### config.mk
export PLATFORM = sky130hd
export DESIGN_NAME = tmr8_shared_pscl
export DESIGN_NICKNAME = d
export VERILOG_FILES = /design/src/rtl/tmr_pkg.sv /design/src/rtl/pin_sync_edge.sv /design/src/rtl/shared_prescaler.sv /design/src/rtl/wdog_count.sv /design/src/rtl/tmr8_shared_pscl.sv
export SDC_FILE = /design/constraint.sdc
export NUM_CORES = 1
export LEC_CHECK = 0
export ABC_CLOCK_PERIOD_IN_PS = 3700
export BUFFER_PORTS_ARGS = -buffer_cell sky130_fd_sc_hd__buf_2
export CORE_MARGIN = 2
export CORE_UTILIZATION = 30
export CTS_CLUSTER_SIZE = 30
export DETAILED_ROUTE_END_ITERATION = 8
export PLACE_DENSITY = 0.51
export SLEW_MARGIN = 0
export SYNTH_ARGS = -nofsm -noshare
export SYNTH_HDL_FRONTEND = slang
export SYNTH_SLANG_ARGS = --single-unit
### constraint.sdc
create_clock -name clk -period 3.7 [get_ports clk]
set_input_delay 0.185 -clock clk [delete_from_list [all_inputs] [get_ports clk]]
set_output_delay 0.185 -clock clk [all_outputs]
set_load 0.05 [all_outputs]
### src/rtl/tmr_pkg.sv
// Shared types for the timer/counter: the mode register layout and its reset value.
package tmr_pkg;
    localparam int PS_BITS = 3;

    typedef struct packed {
        logic                src_ext;   // 1: external pin, 0: instruction cycle
        logic                edge_fall; // 1: high-to-low, 0: low-to-high
        logic                psc_to_wd; // 1: prescaler owned by watchdog
        logic [PS_BITS-1:0]  code;      // ratio code
    } mode_t;

    localparam int MODE_W = $bits(mode_t);
    localparam logic [MODE_W-1:0] MODE_RST = '1;
endpackage

### src/rtl/pin_sync_edge.sv
// Two-flop synchronizer for an asynchronous pin followed by an edge detector.
// Assumes the pin is held at least two clocks per level to be seen.
module pin_sync_edge (
    input  logic clk,
    input  logic rst_n,
    input  logic pin_i,
    output logic rise_o,
    output logic fall_o
);
    logic s1, s2, s3;

    // Shift the pin through the synchronizer and keep one older sample.
    always_ff @(posedge clk) begin
        if (!rst_n) begin
            s1 <= 1'b0;
            s2 <= 1'b0;
            s3 <= 1'b0;
        end else begin
            s1 <= pin_i;
            s2 <= s1;
            s3 <= s2;
        end
    end

    // Compare the synchronized sample with the previous one.
    always_comb begin
        rise_o = s2 & ~s3;
        fall_o = ~s2 & s3;
    end
endmodule

### src/rtl/shared_prescaler.sv
// Binary prescaler. It emits one pulse per 2^(code+extra) input events.
// Assumes that a code change is always accompanied by clr_i.
module shared_prescaler #(
    parameter int PS_BITS = 3,
    localparam int CW = 2 ** PS_BITS
) (
    input  logic               clk,
    input  logic               rst_n,
    input  logic [PS_BITS-1:0] code_i,
    input  logic               extra_i,
    input  logic               evt_i,
    input  logic               clr_i,
    output logic               pulse_o
);
    logic [CW-1:0]    pcnt;
    logic [CW-1:0]    mask;
    logic [PS_BITS:0] shift;

    // Build the low-bit mask whose all-ones state marks the last event of a period.
    always_comb begin
        shift   = {1'b0, code_i} + {{PS_BITS{1'b0}}, extra_i};
        mask    = {CW{1'b1}} >> (CW - int'(shift));
        pulse_o = evt_i && ((pcnt & mask) == mask);
    end

    // Count input events; a clear wins over counting.
    always_ff @(posedge clk) begin
        if (!rst_n || clr_i)
            pcnt <= '0;
        else if (evt_i)
            pcnt <= pcnt + 1'b1;
    end
endmodule

### src/rtl/wdog_count.sv
// Watchdog counter. It advances on each event and pulses on wrap; a clear wins.
module wdog_count #(
    parameter int WD_BITS = 8
) (
    input  logic clk,
    input  logic rst_n,
    input  logic evt_i,
    input  logic clr_i,
    output logic timeout_o
);
    logic [WD_BITS-1:0] wcnt;

    // Advance the counter, flag the wrap and honour the clear.
    always_ff @(posedge clk) begin
        if (!rst_n || clr_i) begin
            wcnt      <= '0;
            timeout_o <= 1'b0;
        end else begin
            timeout_o <= evt_i && (&wcnt);
            if (evt_i)
                wcnt <= wcnt + 1'b1;
        end
    end


    wd_wrap_zero_chk: assert property (@(posedge clk) disable iff (!rst_n)
        timeout_o |-> (wcnt == '0));

    wd_clear_chk: assert property (@(posedge clk) disable iff (!rst_n)
        clr_i |=> (wcnt == '0 && !timeout_o));
endmodule

### src/rtl/tmr8_shared_pscl.sv
// Eight-bit timer/counter with a prescaler that the counter and the watchdog share.
// It holds the mode register, picks the source, routes the prescaler and keeps the count.
// Assumes wd_tick and cyc_en are synchronous one-clock strobes.
module tmr8_shared_pscl #(
    parameter int CNT_W   = 8,
    parameter int WD_BITS = 8
) (
    input  logic             clk,
    input  logic             rst_n,
    input  logic             cyc_en,
    input  logic             ext_pin,
    input  logic             mode_we,
    input  logic [7:0]       mode_wdata,
    input  logic             cnt_we,
    input  logic [CNT_W-1:0] cnt_wdata,
    input  logic             wd_clr,
    input  logic             wd_tick,
    output logic [CNT_W-1:0] count,
    output logic             ovf_pulse,
    output logic             wd_timeout
);
    import tmr_pkg::*;

    mode_t mode;
    logic  pin_rise, pin_fall;
    logic  src_evt, psc_in, psc_pulse, psc_clr;
    logic  tmr_evt, wd_evt;

    // Hold the mode register; bits above the layout are dropped.
    always_ff @(posedge clk) begin
        if (!rst_n)
            mode <= mode_t'(MODE_RST);
        else if (mode_we)
            mode <= mode_t'(mode_wdata[MODE_W-1:0]);
    end

    pin_sync_edge u_sync (
        .clk    (clk),
        .rst_n  (rst_n),
        .pin_i  (ext_pin),
        .rise_o (pin_rise),
        .fall_o (pin_fall)
    );

    // Select the source event and route the prescaler between its two owners.
    always_comb begin
        if (mode.src_ext)
            src_evt = mode.edge_fall ? pin_fall : pin_rise;
        else
            src_evt = cyc_en;
        psc_in  = mode.psc_to_wd ? wd_tick : src_evt;
        psc_clr = mode_we || (mode.psc_to_wd ? wd_clr : cnt_we);
        tmr_evt = mode.psc_to_wd ? src_evt : psc_pulse;
        wd_evt  = mode.psc_to_wd ? psc_pulse : wd_tick;
    end

    shared_prescaler #(.PS_BITS(PS_BITS)) u_psc (
        .clk     (clk),
        .rst_n   (rst_n),
        .code_i  (mode.code),
        .extra_i (~mode.psc_to_wd),
        .evt_i   (psc_in),
        .clr_i   (psc_clr),
        .pulse_o (psc_pulse)
    );

    // Keep the count: a write wins, otherwise advance and flag the wrap.
    always_ff @(posedge clk) begin
        if (!rst_n) begin
            count     <= '0;
            ovf_pulse <= 1'b0;
        end else if (cnt_we) begin
            count     <= cnt_wdata;
            ovf_pulse <= 1'b0;
        end else begin
            ovf_pulse <= tmr_evt && (&count);
            if (tmr_evt)
                count <= count + 1'b1;
        end
    end

    wdog_count #(.WD_BITS(WD_BITS)) u_wd (
        .clk       (clk),
        .rst_n     (rst_n),
        .evt_i     (wd_evt),
        .clr_i     (wd_clr),
        .timeout_o (wd_timeout)
    );


    ovf_zero_chk: assert property (@(posedge clk) disable iff (!rst_n)
        ovf_pulse |-> (count == '0));

    cnt_load_chk: assert property (@(posedge clk) disable iff (!rst_n)
        cnt_we |=> (count == $past(cnt_wdata)));

    cnt_step_chk: assert property (@(posedge clk) disable iff (!rst_n)
        !cnt_we |=> (count == $past(count) || count == $past(count) + 1'b1));
endmodule

==> summary.md, run 1 <==
| Metric | Value |
|---|---|
| Final HPWL DP | `2.87 mm` |
| Post-Syn Instances | `roughly 210` |
| GR Util All Layers | `0.126` |
| Post-synthesis adder-cell area fraction | `0.0450` |
| Worst reg2reg path depth | `8` |
| Layout cells sized above 1 | `0.235` |
| Yosys cell types | `54` |
| Antenna cells | `0` |
| Max IR drop VDD | `around 130 uV` |
| Hold endpoint | `u_sync.s1$_SDFF_PN0_` |
| Setup CP Type | `reg2reg` |
| First-pass GRT wire length | `7.35 mm` |
| R2R Setup Slk | `0.94 ns` |
| CTS-repair resized insts | `0` |
| Min cycle time layout | `2.76 ns` |
| IO Port Bufs | `31` |
| CP Max Fanout | `13` |
| Post-synthesis simple-gate area fraction | `0.247` |
| Total die area | `roughly 0.007 sq mm` |
| Largest net degree at the start of global routing | `22` |
| Vias in the first global route | `1,535` |
| Routed WL per cell | `12.6 um` |
| Die width | `84.5 um` |
| Fmax | `approximately 360 MHz` |
| Max Cap Violations | `0` |
| Syn Area/Cell | `9.09 sq um` |
| Part of the power in combinational logic | `0.147` |
| Initial core utilization | `0.308` |
| HP Class | `in2reg` |
| # nets final | `273` |
| Area of the multi-input gates | `0.00116 sq mm` |
| Largest family of logic cells by synthesized area | `simple AND/OR/NAND/NOR gates` |
| Setup TNS | `0 ns` |
| Dominant synthesized flop cell | `dfxtp_1` |
| Slew headroom | `0.489` |
| GPL Wtd Cong | `approximately 0.74` |
| Seq pwr share | `0.502` |
| DRC errors left | `0` |
| Final Slew Violations | `0` |
| Hold-fix buffers, CTS | `0` |
| Clk sinks | `35` |
| Post-synth ARST share | `0` |
| Hold Crit Start | `ext_pin` |
| Synth warnings | `0` |
| Sequential area share after synthesis | `0.360` |
| CTS tree | `yes` |
| Worst-Skew Late Latency | `0.29 ns` |
| Final Hold Viols | `0` |
| Max Clock Skew | `0.00636 ns` |
| Total grt overflow | `0` |
| FILL cells | `705` |
| Power Density | `359 mW/mm^2` |
| Pre-antenna DRT Iters | `4` |
| Hold Path Stages | `2` |
| Number of synthesized flops with an enable pin | `0` |
| Chip Height | `roughly 85 um` |
| RR Endpoint | `count[6]$_SDFFE_PN0P_` |
| Detail Route Antenna Nets | `0` |
| LEAKAGE | `between 0.8 and 0.9 nW` |
| R2R Path Start | `mode[3]$_SDFFE_PN1P_` |
| Io pins | `34` |
| P_int | `0.564 mW` |
| RSZ-0062 raised after global routing | `no` |
| Worst Hold Slack | `0.0921 ns` |
| Synth Area in Compound Gates | `0.219` |
| Site row count | `29` |
| Post-Synth XOR/XNOR Area | `0.0315` |
| Root Driver | `clkbuf_8` |
| P_sw | `0.238 mW` |
| Clock Pin Slew Worst Setup and Hold Paths | `0.08 ns` |
| Number of DRC markers in iteration 0 | `79` |
| Area added between synthesis and finish | `14.7%` |
| Post-Syn Nets | `approximately 250` |
| Crit path launch | `mode[3]$_SDFFE_PN1P_` |
| Post-CTS Setup Inserts | `0` |
| CTS Buf Count | `5` |
| Mapped Area | `0.00195 sq mm` |
| Core area | `around 0.0063 sq mm` |
| CTS max path bufs | `2` |
| Status | `finished clean` |
| Sw frac | `0.297` |
| WL final | `about 4 mm` |
| Critical Path AT | `2.94 ns` |
| CP Launch Type | `register` |
| Mux cell area share after synthesis | `0.0540` |
| Slew at the pin with the worst max-slew slack | `0.766 ns` |
| Req. time, crit path | `approximately 3.9 ns` |
| Worst Setup End Kind | `register` |
| Period utilisation layout | `0.745` |
| Overall via count from detail_route | `1,624` |
| Endpoints failing setup | `0` |
| Via/cell ratio | `approximately 5.1` |
| Register area | `701 sq um` |
| # H-tree levels | `2` |
| Antenna violations before repair | `0` |
| Yosys reg bits | `35` |
| Power share of the clock group | `0.350` |
final cells by class:
type | instances | area share
Timing Repair Buffer | 31 | 0.0695
Sequential cell | 35 | 0.314
Clock buffer | 5 | 0.0308
Tap cell | 77 | 0.0432
Clock inverter | 3 | 0.00897
Multi-Input combinational cell | 161 | 0.520
Inverter | 8 | 0.0135
worst max-delay path: stages, from the launching register on:
cell and delay, ns:
dfxtp_1 0.44, ha_1 0.25, ha_1 0.21, ha_1 0.36
nand3_1 0.12, a32o_1 0.33, a211oi_4 0.54, and4_2 0.34
a211oi_2 0.06
placed cells by master (no fill, tap or decap), types with 2 or more instances in the layout:
master      count
mux2i_1         9
dfxtp_1        35
nand2_1        18
nand2b_1        7
a31o_2          2
and4_2          2
and3_1          4
o2111ai_1       5
and4_1          2
a2111o_1        2
and2_1          5
nand3b_1        2
nand4_1         4
nor2b_1         6
a31oi_1         2
nand3_1         9
buf_2          31
xnor2_1         3
ha_1            7
clkbuf_8        5
xor2_1          4
nor3_1          5
o21ai_0        14
inv_1           8
o211ai_1        4
a211oi_1        3
nor2_1         11
a21oi_1         7
clkinvlp_4      2
through the flow:
stage | std cells | total power, mW | setup WS (ns) | area (sq um) | utilization
after floorplan | 214 | 0.500 | 1.50 | 1950 | -
after global placement | 312 | 0.530 | 1.01 | 2140 | 0.339
after detailed placement | 312 | 0.530 | 0.968 | 2140 | 0.339
after CTS | 320 | 0.816 | 0.936 | 2230 | 0.353
after global routing | 320 | 0.848 | 0.751 | 2230 | 0.353
final | 320 | 0.802 | 0.944 | 2230 | 0.353
flip-flops by register name, indices dropped and copies added (netlist names):
| register | cells |
|---|---|
| u_sync.s3 | 1 |
| ovf_pulse | 1 |
| u_sync.s1 | 1 |
| u_sync.s2 | 1 |
| u_psc.pcnt | 8 |
| count | 8 |
| u_wd.wcnt | 8 |
| mode | 6 |
| u_wd.timeout_o | 1 |
kinds of logic after synthesis:
logic type | Yosys count
flip-flops | 35
buffers and inverters | 18
XOR/XNOR | 7
AO/OA/AOI/OAI | 52
adder cells (fa/ha/maj) | 7
multiplexers | 10
AND/OR/NAND/NOR | 85
Yosys cell counts (2+ instances only):
master	count	area share
a2111o_1	2	0.012
a211oi_1	3	0.012
a21oi_1	7	0.018
a31o_2	2	0.0090
a31oi_1	2	0.0064
and2_1	5	0.016
and3_1	4	0.013
and4_1	2	0.0090
and4_2	2	0.010
buf_2	2	0.0051
buf_6	2	0.012
clkbuf_1	5	0.0096
dfxtp_1	35	0.36
ha_1	7	0.045
inv_1	8	0.015
mux2i_1	9	0.046
nand2_1	18	0.035
nand2b_1	7	0.023
nand3_1	9	0.023
nand3b_1	2	0.0077
nand4_1	4	0.013
nor2_1	11	0.021
nor2b_1	6	0.019
nor3_1	5	0.013
o2111ai_1	5	0.023
o211ai_1	4	0.015
o21ai_0	14	0.036
xnor2_1	3	0.014
xor2_1	4	0.018
how the worst max path moves through the flow:
stage                                       end  slack, ns  depth (start not counted)
after global routing      count[6]$_SDFFE_PN0P_       0.75                          8
after detailed placement  count[6]$_SDFFE_PN0P_       0.97                          8
after CTS                 count[6]$_SDFFE_PN0P_       0.94                          8
after floorplan           count[1]$_SDFFE_PN0P_       1.50                         10
final                     count[6]$_SDFFE_PN0P_       0.94                          8
after global placement    count[6]$_SDFFE_PN0P_       1.01                          8
per-layer routing:
layer  vias to the layer above  GRT usage  share of wire  routed length (um)
li1                        840          -              -                   -
met1                       745      0.180           0.52                2110
met2                        33      0.182           0.42                1680
met3                         6     0.0374          0.045                 181
met4                         0     0.0390          0.014                  55
met5                         -          0              0                   0
power by group through the flow:
stage | Sequential [mW] | Clock, mW | Combinational, mW
2_1_floorplan | 0.429 | 0 | 0.0718
6_report | 0.403 | 0.281 | 0.118
5_1_grt | 0.405 | 0.310 | 0.132
4_1_cts | 0.403 | 0.294 | 0.119
3_5_place_dp | 0.412 | 0 | 0.118
3_3_place_gp | 0.412 | 0 | 0.118
No activity file was read; power rests on OpenSTA's default activity.
==> inputs of run 2 (changes only) <==
Settings changed: ABC_CLOCK_PERIOD_IN_PS 3700 to 2500, PLACE_DENSITY 0.51 to 0.53.
Clock period 3.7 ns to 2.5 ns, I/O delays scaled along.
==> summary.md, run 2 (same netlist as run 1, synthesis figures left out) <==
| Metric | Value |
|---|---|
| Chip Height | `about 85 um` |
| Critical Path AT | `2.51 ns` |
| Via/cell ratio | `roughly 5.1` |
| WL final | `4.12 mm` |
| Total die area | `between 0.007 and 0.008 sq mm` |
| Largest regs | `count: 8 flops, u_psc.pcnt: 8 flops, u_wd.wcnt: 8 flops` |
| GR Util All Layers | `0.121` |
| Period utilisation layout | `0.936` |
| Vias in the first global route | `roughly 1,500` |
| Setup TNS | `0 ns` |
| Final Hold Viols | `0` |
| Root Driver | `clkbuf_8` |
| Worst Hold Slack | `0.0476 ns` |
| Die width | `84.5 um` |
| Seq pwr share | `0.479` |
| Slew headroom | `0.565` |
| First-pass GRT wire length | `a little over 7 mm` |
| Overall via count from detail_route | `1,650` |
| # nets final | `approximately 280` |
| Setup CP Type | `reg2reg` |
| Part of the power in combinational logic | `0.155` |
| Io pins | `34` |
| R2R Setup Slk | `0.16 ns` |
| Largest net degree at the start of global routing | `22` |
| IO Port Bufs | `31` |
| Status | `finished clean` |
| Max Cap Violations | `0` |
| CP Launch Type | `register` |
| Total grt overflow | `0` |
| Commonest non-fill, non-tap cell in the layout | `dfxtp_1` |
| Site row count | `29` |
| Clock Pin Slew Worst Setup and Hold Paths | `0.07 ns` |
| P_int | `0.902 mW` |
| Sw frac | `0.272` |
| Final HPWL DP | `2.93 mm` |
| Hold-fix buffers, CTS | `0` |
| CTS tree | `yes` |
| Min cycle time layout | `2.34 ns` |
| Power Density | `535 mW/mm^2` |
| Pre-antenna DRT Iters | `4` |
| Slew at the pin with the worst max-slew slack | `0.650 ns` |
| FILL cells | `670` |
| Core area | `between 0.006 and 0.007 sq mm` |
| # H-tree levels | `2` |
| RSZ-0062 raised after global routing | `no` |
| Most frequent cells in the layout | `35 x dfxtp_1, 31 x buf_2, 18 x nand2_1` |
| Worst-Skew Late Latency | `~0.29 ns` |
| Final Slew Violations | `0` |
| Initial core utilization | `0.308` |
| Antenna cells | `0` |
| DRC errors left | `0` |
| Area added between synthesis and finish | `19.1%` |
| Worst Setup End Kind | `register` |
| Max IR drop VDD | `263 uV` |
| Clk sinks | `35` |
| CTS Buf Count | `5` |
| Power share of the clock group | `0.366` |
| P_sw | `0.337 mW` |
| CTS max path bufs | `2` |
| Number of DRC markers in iteration 0 | `just over 80` |
| Antenna violations before repair | `0` |
| CP Max Fanout | `13` |
| HP Class | `in2reg` |
| GPL Wtd Cong | `0.739` |
| LEAKAGE | `0.888 nW` |
| Layout cells sized above 1 | `0.256` |
| Max Clock Skew | `0.00412 ns` |
| Fmax | `between 400 and 500 MHz` |
| Detail Route Antenna Nets | `0` |
| Endpoints failing setup | `0` |
| Req. time, crit path | `2.67 ns` |
| Routed WL per cell | `12.7 um` |
[run 2: layer usage]
| layer | global-route usage | up-vias | routed length [um] |
|---|---|---|---|
| met2 | 0.187 | 33 | 1850 |
| met5 | 0 | - | 0 |
| met1 | 0.161 | 765 | 2030 |
| met3 | 0.0364 | 6 | 180 |
| met4 | 0.0418 | 0 | 55 |
| li1 | - | 846 | - |
[run 2: what timing repair did]
item / in CTS / in global routing
gates resized for setup: 0 / 5
setup endpoints to repair: 0 / 8
setup buffers: 0 / 0
[run 2: metrics by stage]
| stage | cells | util | setup slack (ns) | cell area (sq um) | power [mW] |
|---|---|---|---|---|---|
| after floorplan | 214 | - | 0.295 | 1950 | 0.741 |
| after global placement | 315 | 0.345 | 0.126 | 2180 | 0.792 |
| after detailed placement | 315 | 0.345 | 0.0804 | 2180 | 0.793 |
| after CTS | 323 | 0.361 | 0.0674 | 2280 | 1.25 |
| after global routing | 323 | 0.367 | 0.0484 | 2320 | 1.30 |
| final | 323 | 0.367 | 0.160 | 2320 | 1.24 |
[run 2: path summary, 6_finish.rpt]
check,depth (start not counted),from,to
max,10,mode[0]$_SDFFE_PN1P_,count[6]$_SDFFE_PN0P_
min,2,ext_pin,u_sync.s1$_SDFF_PN0_
max reg2reg,10,mode[0]$_SDFFE_PN1P_,count[6]$_SDFFE_PN0P_
min reg2reg,1,u_sync.s1$_SDFF_PN0_,u_sync.s2$_SDFF_PN0_
[run 2: worst max-delay path, stage by stage, from the launching register on]
cell and delay (ns):
dfxtp_1 0.31, inv_1 0.05, ha_1 0.19, ha_1 0.22, ha_4 0.31, nand3_1 0.11, a32o_1 0.33, a211oi_4 0.26
buf_12 0.17, and4_2 0.22, a211oi_2 0.05
[run 2: cell type report]
type	count	area [sq um]	area share
timing repair buffer	34	190	0.0821
sequential	35	701	0.302
clock buffer	8	100	0.0432
multi-input combinational	161	1200	0.518
inverter	8	30.0	0.0130
tap	77	96.3	0.0416
[run 2: power by group through the flow]
stage | combinational [mW] | clock [mW] | sequential [mW]
6_report | 0.191 | 0.454 | 0.593
4_1_cts | 0.187 | 0.472 | 0.593
2_1_floorplan | 0.106 | 0 | 0.634
3_3_place_gp | 0.186 | 0 | 0.606
5_1_grt | 0.212 | 0.488 | 0.596
3_5_place_dp | 0.186 | 0 | 0.606
